===== src/rtl/psclk_pkg.sv =====
// Shared parameters and the configuration word type for the power-save
// clock controller. Assumes two clock outputs and a 3-bit divide code.
package psclk_pkg;
    localparam int DIV_W = 3;
    localparam int N_OUT = 2;
    localparam int CFG_W = DIV_W + 1 + 2 * N_OUT;

    typedef struct packed {
        logic [N_OUT-1:0] drv;    // per-output drive enable
        logic [N_OUT-1:0] sel;    // 1: CPU clock, 0: fundamental
        logic             ps_en;  // power-save enable
        logic [DIV_W-1:0] div;    // divide by 2**div
    } psclk_cfg_t;

    localparam psclk_cfg_t CFG_RESET = '{drv: '1, sel: '0, ps_en: 1'b0, div: '0};
endpackage


===== src/rtl/psclk_cfg_reg.sv =====
// Configuration register. Loads on a write. A hardware interrupt clears
// the power-save bit and wins over a write in the same cycle. Software
// traps are accepted as an input but are deliberately ignored.
module psclk_cfg_reg
    import psclk_pkg::*;
(
    input  logic       clk,
    input  logic       rst_n,
    input  logic       we,
    input  psclk_cfg_t wdata,
    input  logic       hw_irq,
    input  logic       sw_trap,
    output psclk_cfg_t cfg
);
    // Register update: reset, then write, then interrupt clear on top.
    always_ff @(posedge clk) begin
        if (!rst_n) begin
            cfg <= CFG_RESET;
        end else begin
            if (we) begin
                cfg <= wdata;
            end
            if (hw_irq) begin
                cfg.ps_en <= 1'b0;
                if (we) begin
                    cfg.drv <= wdata.drv;
                    cfg.sel <= wdata.sel;
                    cfg.div <= wdata.div;
                end
            end
        end
    end

    p_hw_clears_ps_r5: assert property (@(posedge clk) disable iff (!rst_n)
        hw_irq |=> !cfg.ps_en)
        else $error("R5: power-save survived a hardware interrupt");

    p_sw_trap_ignored_r6: assert property (@(posedge clk) disable iff (!rst_n)
        (sw_trap && !hw_irq && !we) |=> $stable(cfg))
        else $error("R6: software trap altered configuration");
endmodule


===== src/rtl/psclk_divider.sv =====
// Power-save divider. Produces a one-cycle CPU clock-enable every
// 2**code cycles. The period length is reloaded only when a pulse is
// issued, so a new setting never truncates the running period.
module psclk_divider #(
    parameter int DIV_W = 3
) (
    input  logic             clk,
    input  logic             rst_n,
    input  logic             ps_en,
    input  logic [DIV_W-1:0] div,
    output logic             cpu_ce
);
    localparam int CNT_W = (1 << DIV_W) - 1;

    logic [DIV_W-1:0] req_exp;
    logic [CNT_W:0]   span;
    logic [CNT_W-1:0] reload;
    logic [CNT_W-1:0] cnt;

    // Requested period exponent: full rate unless power-save is on.
    always_comb begin
        req_exp = ps_en ? div : '0;
        span    = {{CNT_W{1'b0}}, 1'b1} << req_exp;
        reload  = CNT_W'(span - 1'b1);
    end

    assign cpu_ce = (cnt == '0);

    // Down-counter: reload at a boundary, otherwise count down.
    always_ff @(posedge clk) begin
        if (!rst_n) begin
            cnt <= '0;
        end else if (cpu_ce) begin
            cnt <= reload;
        end else begin
            cnt <= cnt - 1'b1;
        end
    end

    // Cycles since the last pulse, kept for the period bound check.
    logic [CNT_W:0] gap;
    always_ff @(posedge clk) begin
        if (!rst_n || cpu_ce) begin
            gap <= '0;
        end else begin
            gap <= gap + 1'b1;
        end
    end

    p_period_bound_r2: assert property (@(posedge clk) disable iff (!rst_n)
        gap < (CNT_W + 1)'(1 << CNT_W))
        else $error("R2: divided period exceeded the largest divisor");

    p_full_rate_r3: assert property (@(posedge clk) disable iff (!rst_n)
        (!ps_en && cpu_ce) |=> cpu_ce)
        else $error("R3: CPU enable dropped with power-save off");
endmodule


===== src/rtl/psclk_out_route.sv =====
// Clock output routing. Each output ticks on every cycle (fundamental)
// or with the CPU enable, and is forced low when its drive bit is off.
module psclk_out_route #(
    parameter int N_OUT = 2
) (
    input  logic             clk,
    input  logic             rst_n,
    input  logic             cpu_ce,
    input  logic [N_OUT-1:0] sel,
    input  logic [N_OUT-1:0] drv,
    output logic [N_OUT-1:0] tick,
    output logic [N_OUT-1:0] oe
);
    for (genvar g = 0; g < N_OUT; g++) begin : g_out
        // Per-output selection and gating.
        always_comb begin
            tick[g] = drv[g] & (sel[g] ? cpu_ce : 1'b1);
            oe[g]   = drv[g];
        end

        p_cpu_sel_r7: assert property (@(posedge clk) disable iff (!rst_n)
            (sel[g] && !cpu_ce) |-> !tick[g])
            else $error("R7: CPU-selected output ticked without CPU enable");

        p_off_low_r8: assert property (@(posedge clk) disable iff (!rst_n)
            !oe[g] |-> !tick[g])
            else $error("R8: undriven output ticked");
    end
endmodule


===== src/rtl/psclk_ctl.sv =====
// Top of the power-save clock controller: configuration register,
// divider and output routing. Assumes one fundamental clock domain.
module psclk_ctl
    import psclk_pkg::*;
(
    input  logic             clk,
    input  logic             rst_n,
    input  logic             cfg_we,
    input  logic [CFG_W-1:0] cfg_wdata,
    input  logic             hw_irq,
    input  logic             sw_trap,
    output logic             cpu_ce,
    output logic             ps_mode,
    output logic             outa_tick,
    output logic             outb_tick,
    output logic             outa_oe,
    output logic             outb_oe
);
    psclk_cfg_t       cfg;
    logic [N_OUT-1:0] tick;
    logic [N_OUT-1:0] oe;

    psclk_cfg_reg u_cfg (
        .clk     (clk),
        .rst_n   (rst_n),
        .we      (cfg_we),
        .wdata   (psclk_cfg_t'(cfg_wdata)),
        .hw_irq  (hw_irq),
        .sw_trap (sw_trap),
        .cfg     (cfg)
    );

    psclk_divider #(.DIV_W(DIV_W)) u_div (
        .clk    (clk),
        .rst_n  (rst_n),
        .ps_en  (cfg.ps_en),
        .div    (cfg.div),
        .cpu_ce (cpu_ce)
    );

    psclk_out_route #(.N_OUT(N_OUT)) u_route (
        .clk    (clk),
        .rst_n  (rst_n),
        .cpu_ce (cpu_ce),
        .sel    (cfg.sel),
        .drv    (cfg.drv),
        .tick   (tick),
        .oe     (oe)
    );

    // Map the routed vectors onto the named output pins.
    always_comb begin
        ps_mode   = cfg.ps_en;
        outa_tick = tick[0];
        outb_tick = tick[1];
        outa_oe   = oe[0];
        outb_oe   = oe[1];
    end

    p_write_lands_r9: assert property (@(posedge clk) disable iff (!rst_n)
        (cfg_we && !hw_irq) |=> (ps_mode == $past(cfg_wdata[3])))
        else $error("R9: written power-save bit did not land");
endmodule


===== config.mk =====
export PLATFORM = sky130hd
export DESIGN_NAME = psclk_ctl
export DESIGN_NICKNAME = d
export VERILOG_FILES = /design/src/rtl/psclk_pkg.sv /design/src/rtl/psclk_cfg_reg.sv /design/src/rtl/psclk_divider.sv /design/src/rtl/psclk_out_route.sv /design/src/rtl/psclk_ctl.sv
export SDC_FILE = /design/constraint.sdc
export NUM_CORES = 1
export LEC_CHECK = 0
export ABC_AREA = 0
export BUFFER_PORTS_ARGS = -buffer_cell sky130_fd_sc_hd__buf_2
export CORE_UTILIZATION = 25
export DETAILED_ROUTE_END_ITERATION = 10
export PLACE_DENSITY_LB_ADDON = 0.2
export SLEW_MARGIN = 10
export SYNTH_ARGS = -nofsm -noshare
export SYNTH_HDL_FRONTEND = slang
export SYNTH_SLANG_ARGS = --single-unit
export TNS_END_PERCENT = 10

===== constraint.sdc =====
create_clock -name clk -period 1.8 [get_ports clk]
set_input_delay 0.27 -clock clk [delete_from_list [all_inputs] [get_ports clk]]
set_output_delay 0.27 -clock clk [all_outputs]
set_load 0.03 [all_outputs]

* After elaboration in Yosys (flattened, before gate mapping)
Index checks and enable logic that the tools add are counted.
Word-level totals: bits of input ports 13, bits in registers 15, logic and storage cells 21, output and inout port bits 6
Cells by class: bitwise gates (word level) 3, $add $sub $neg 2, reduce and logical (&&, ||, !) cells 2, shifts and indexed selects 1, mux-type cells 8
Operators with widths (number):
- 8-bit two-way mux | 2
- 7-bit by 1-bit subtractor with 7-bit output, second input constant | 2
- 7-bit zero test | 1
- 7-bit two-way mux | 1
- 1-bit by 3-bit left shift with 7-bit output, first input constant | 1
- 3-bit two-way mux | 2
- 4-bit two-way mux | 1
- 1-bit bitwise AND | 2
- 1-bit two-way mux | 2
- 2-bit OR reduction | 1
- 1-bit inverter | 1

* Logic depth before layout (Yosys ltp)
depth after elaboration 4, gate-level depth with buffers 9, gate-level depth less buffers 9

* Cells and area by module
A second synthesis with hierarchy kept.
Second synthesis, totals: cell total of the unflattened synthesis 87, area total of the unflattened synthesis 829.5 um^2
By module, submodules not included:
- psclk_divider | cells an instance 57, sequential area each 140.1 um^2, area each 493.0 um^2, instances 1
- psclk_cfg_reg | cells an instance 25, sequential area each 160.2 um^2, area each 302.8 um^2, instances 1
- psclk_out_route | cells an instance 5, sequential area each 0.0 um^2, area each 33.8 um^2, instances 1

* Worst setup path after synthesis
Ideal clock, no wire load.
path type register to register, from register u_div.cnt[2], to register u_div.cnt[4], clock period less this slack 2.133 ns, required time 1.672 ns, path buffers 0, stages on the path, launching flop included 10, data arrival time 2.005 ns, library setup time 0.128 ns, path slack -0.333 ns, cells stage by stage dfxtp_1 nor4_2 nand2_1 inv_1 a41oi_1 ha_1 or3b_2 a31oi_1 xor2_1 nor2_1
On the way: word-level cells in the longest chain between the ends 2, elaborated cells on any way between the ends 3, those cells by class add/sub: 1; mux: 1; reduce/logical: 1
RTL lines:
- start, declared | line psclk_divider.sv:18 | logic [CNT_W-1:0] cnt;
- start signal, assigned | line psclk_divider.sv:34 | cnt <= reload;
- start signal, assigned | line psclk_divider.sv:36 | cnt <= cnt - 1'b1;
- 7-bit zero test | line psclk_divider.sv:27 | assign cpu_ce = (cnt == '0);
- net cpu_ce | line psclk_ctl.sv:12 | output logic cpu_ce,
- 7-bit two-way mux | line psclk_divider.sv:33 | end else if (cpu_ce) begin
The timed path passes the listed nets, and every way through them passes these cells. A chain may end at the register's enable or synchronous reset.

* Final worst setup path
from register u_div.cnt[1], to register u_div.cnt[4]
On the way: word-level cells in the longest chain between the ends 2, elaborated cells on any way between the ends 3, those cells by class add/sub: 1; mux: 1; reduce/logical: 1
RTL lines (line):
- 7-bit by 1-bit subtractor with 7-bit output or 7-bit zero test (tied branches) | psclk_divider.sv:36, psclk_divider.sv:27
- 7-bit two-way mux (*) | psclk_divider.sv:33
Mark *: on every way between the ends. The rest lies on a longest branch, timed or not.

==> flow_summary.json <==
{
  "status": "finished, violations left",
  "violations": "setup timing",
  "cp_num_buf_inv": 1,
  "syn-mean-instance-area_um2": 9.00,
  "fin_worst_skew_ps": 7.52,
  "rows": 18,
  "worstHoldPathType": "input port to flop",
  "comb_power_share": 0.607,
  "clockRootBuffer": "clkbuf_4",
  "area_growth_pct": 53.8,
  "drive_gt1_frac": 0.522,
  "tightest_slew_ps": 446,
  "relSlewSlack": 0.700,
  "antenna_cells": 0,
  "finalWorstSetupSlack_ps": -7.66,
  "ys_seq_area_frac": 0.428,
  "period_minus_slack_ps": 1810,
  "cts_tree": "done",
  "synthArstFlopShare": 0,
  "max-cap-violations": 0,
  "stdcell_area_mm2": 0.00108,
  "yosys.area.top_type_share": 0.428,
  "grt_pass1_vias": 727,
  "final_nets": 128,
  "ys_ff_latch": 15,
  "cp.required_ps": 1960,
  "setup_violations": 1,
  "fp.dieW_um": 55.0,
  "path_cells": "nor4_4 -> nand2_2 -> inv_4 -> a41oi_2 -> ha_2 -> or3b_4 -> a31oi_4 -> xor2_1 -> nor2_1",
  "synth_cell_type_count": 24,
  "power_density_mw_per_mm2": 1600,
  "cts.clk_slew.worst_paths_ps": 100,
  "ios": 19,
  "start_util": 0.273,
  "yosysTopAreaCell": "dfxtp_1",
  "rsz0062_at_grt": "true",
  "cpPeakStageDelay_ps": 410,
  "power.share.sequential": 0.280,
  "clock_sinks": 15,
  "peakVddDrop_v": 0.00102,
  "slew_viol_final": 0,
  "avgRoutedWirePerCell_um": 12.2,
  "place_congestion": 0.741,
  "syn-num-nets": 92,
  "finalCritPeriodShare": 1.00,
  "crit_fanout": 3,
  "place_hpwl_mm": 1.33,
  "cts_made_buffers": 3,
  "place_area_um2": 991,
  "synth-edff-count": 0,
  "chipHeight_um": 55.0,
  "path_delay_family": "simple AND/OR/NAND/NOR gates",
  "grt_pass1_wl_mm": 3.04,
  "timing.fmax_ghz": 0.553,
  "vias": 685,
  "sw_frac_of_total": 0.400,
  "yosys_warnings": 0,
  "dr.pass1.iters": 4,
  "syn_area_um2": 702,
  "htree_levels": 1,
  "internal_power_mw": 1.04,
  "synth_cells": 78,
  "routed_via_density": 4.79,
  "clkLatencyLatePin_ps": 290,
  "cp_slowest_cell": "or3b_4",
  "grt_max_degree": 13,
  "clkPwrFrac": 0.112,
  "cts_setup_buffers": 0,
  "pre_cts_slack_ps": -143,
  "p_sw_mw": 0.693,
  "reg2reg_slack_ps": -8,
  "gr-total-overflow": 0,
  "synth_area_leaders": "dfxtp_1 (43%), mux2i_1 (11%), nor2_1 (4.8%)",
  "drt-initial-drc-count": 8,
  "power_leakage_nw": 0.497,
  "crit_arrival_ps": 1970,
  "io_buffers": 17,
  "end_kind": "flop",
  "cts_buffer_depth": 2,
  "synth_ff_type": "dfxtp_1",
  "postRouteAntennaNets": 0,
  "drc": 0,
  "die_area_mm2": 0.00302,
  "routed_wl_mm": 1.74,
  "start_kind": "flop",
  "crit_type": "flop to flop",
  "grt.total_usage": 0.142,
  "core_area_mm2": 0.00257,
  "fillerInstances": 272,
  "timing_hold_violations_final": 0,
  "antenna_found_initial": 0
}
final cells by class:
type                    count  area (um^2)  area share
inverters                   3         13.8      0.0127
clock inverters             1         5.00     0.00463
well taps                  30         37.5      0.0348
repair buffers             35          239       0.221
clock buffers               3         22.5      0.0209
flip-flops and latches     15          313       0.290
multi-input cells          56          449       0.416
cells in the final DEF (no fill, tap or decap), drive strengths merged, types with 3 or more instances in the layout:
master	n
buf	35
dfxtp	15
nor2	9
mux2i	8
nand2	6
a21oi	4
nor3	4
xor2	3
clkbuf	3
inv	3
a31oi	3
worst paths after layout:
kind	start	endpoint	cells past startpoint
setup / recovery	u_div.cnt[1]	u_div.cnt[4]	9
hold / removal	hw_irq	u_cfg.cfg[3]	2
hold reg to reg	flop	flop	2
setup reg to reg	u_div.cnt[1]	u_div.cnt[4]	9
synth_stat cells, drive strengths merged (2+ instances only):
| library cell | n |
|---|---|
| mux2i | 8 |
| o31ai | 2 |
| a41oi | 2 |
| inv | 3 |
| a21oi | 4 |
| or4 | 2 |
| and3b | 2 |
| clkbuf | 4 |
| dfxtp | 15 |
| nor3 | 4 |
| a31oi | 3 |
| xor2 | 3 |
| nor2 | 9 |
| a21boi | 2 |
| nand2 | 6 |
per-stage QoR:
step / power [mW] / util / TNS (ps) / hold WS, ps / cells
floorplan: 1.00 / - / -304 / 332 / 78
global placement: 1.36 / 0.386 / -198 / 429 / 139
detailed placement: 1.38 / 0.386 / -247 / 432 / 139
CTS: 1.73 / 0.417 / -35.6 / 118 / 143
global route: 1.85 / 0.421 / -249 / 116 / 143
finish: 1.73 / 0.421 / -7.66 / 122 / 143
timing repair:
action | CTS | global route
endpoints found under the setup margin | 4 | 5
pin swaps | 5 | 2
hold buffers | 0 | 0
gates resized for setup | 13 | 3
kinds of logic after synthesis:
logic type | after synthesis | synth area share
fa+ha+maj | 1 | 0.0178
flops | 15 | 0.428
compound gates | 15 | 0.144
buf+inv | 7 | 0.0374
simple gates | 29 | 0.221
mux | 8 | 0.114
xor+xnor | 3 | 0.0374
power groups by stage:
stage	registers [mW]	logic, mW	clock network (mW)
2_1_floorplan	0.516	0.487	0
3_3_place_gp	0.493	0.866	0
3_5_place_dp	0.495	0.885	0
4_1_cts	0.489	1.04	0.203
5_1_grt	0.497	1.14	0.218
6_report	0.486	1.05	0.195
per-layer routing:
metal  wire length, um  share of wire  track usage
met3                91          0.052       0.0628
met5                 0              0            0
met2               824           0.47        0.247
met1               828           0.48        0.161
met4                 0              0       0.0250
(Power assumes the default switching activity.)
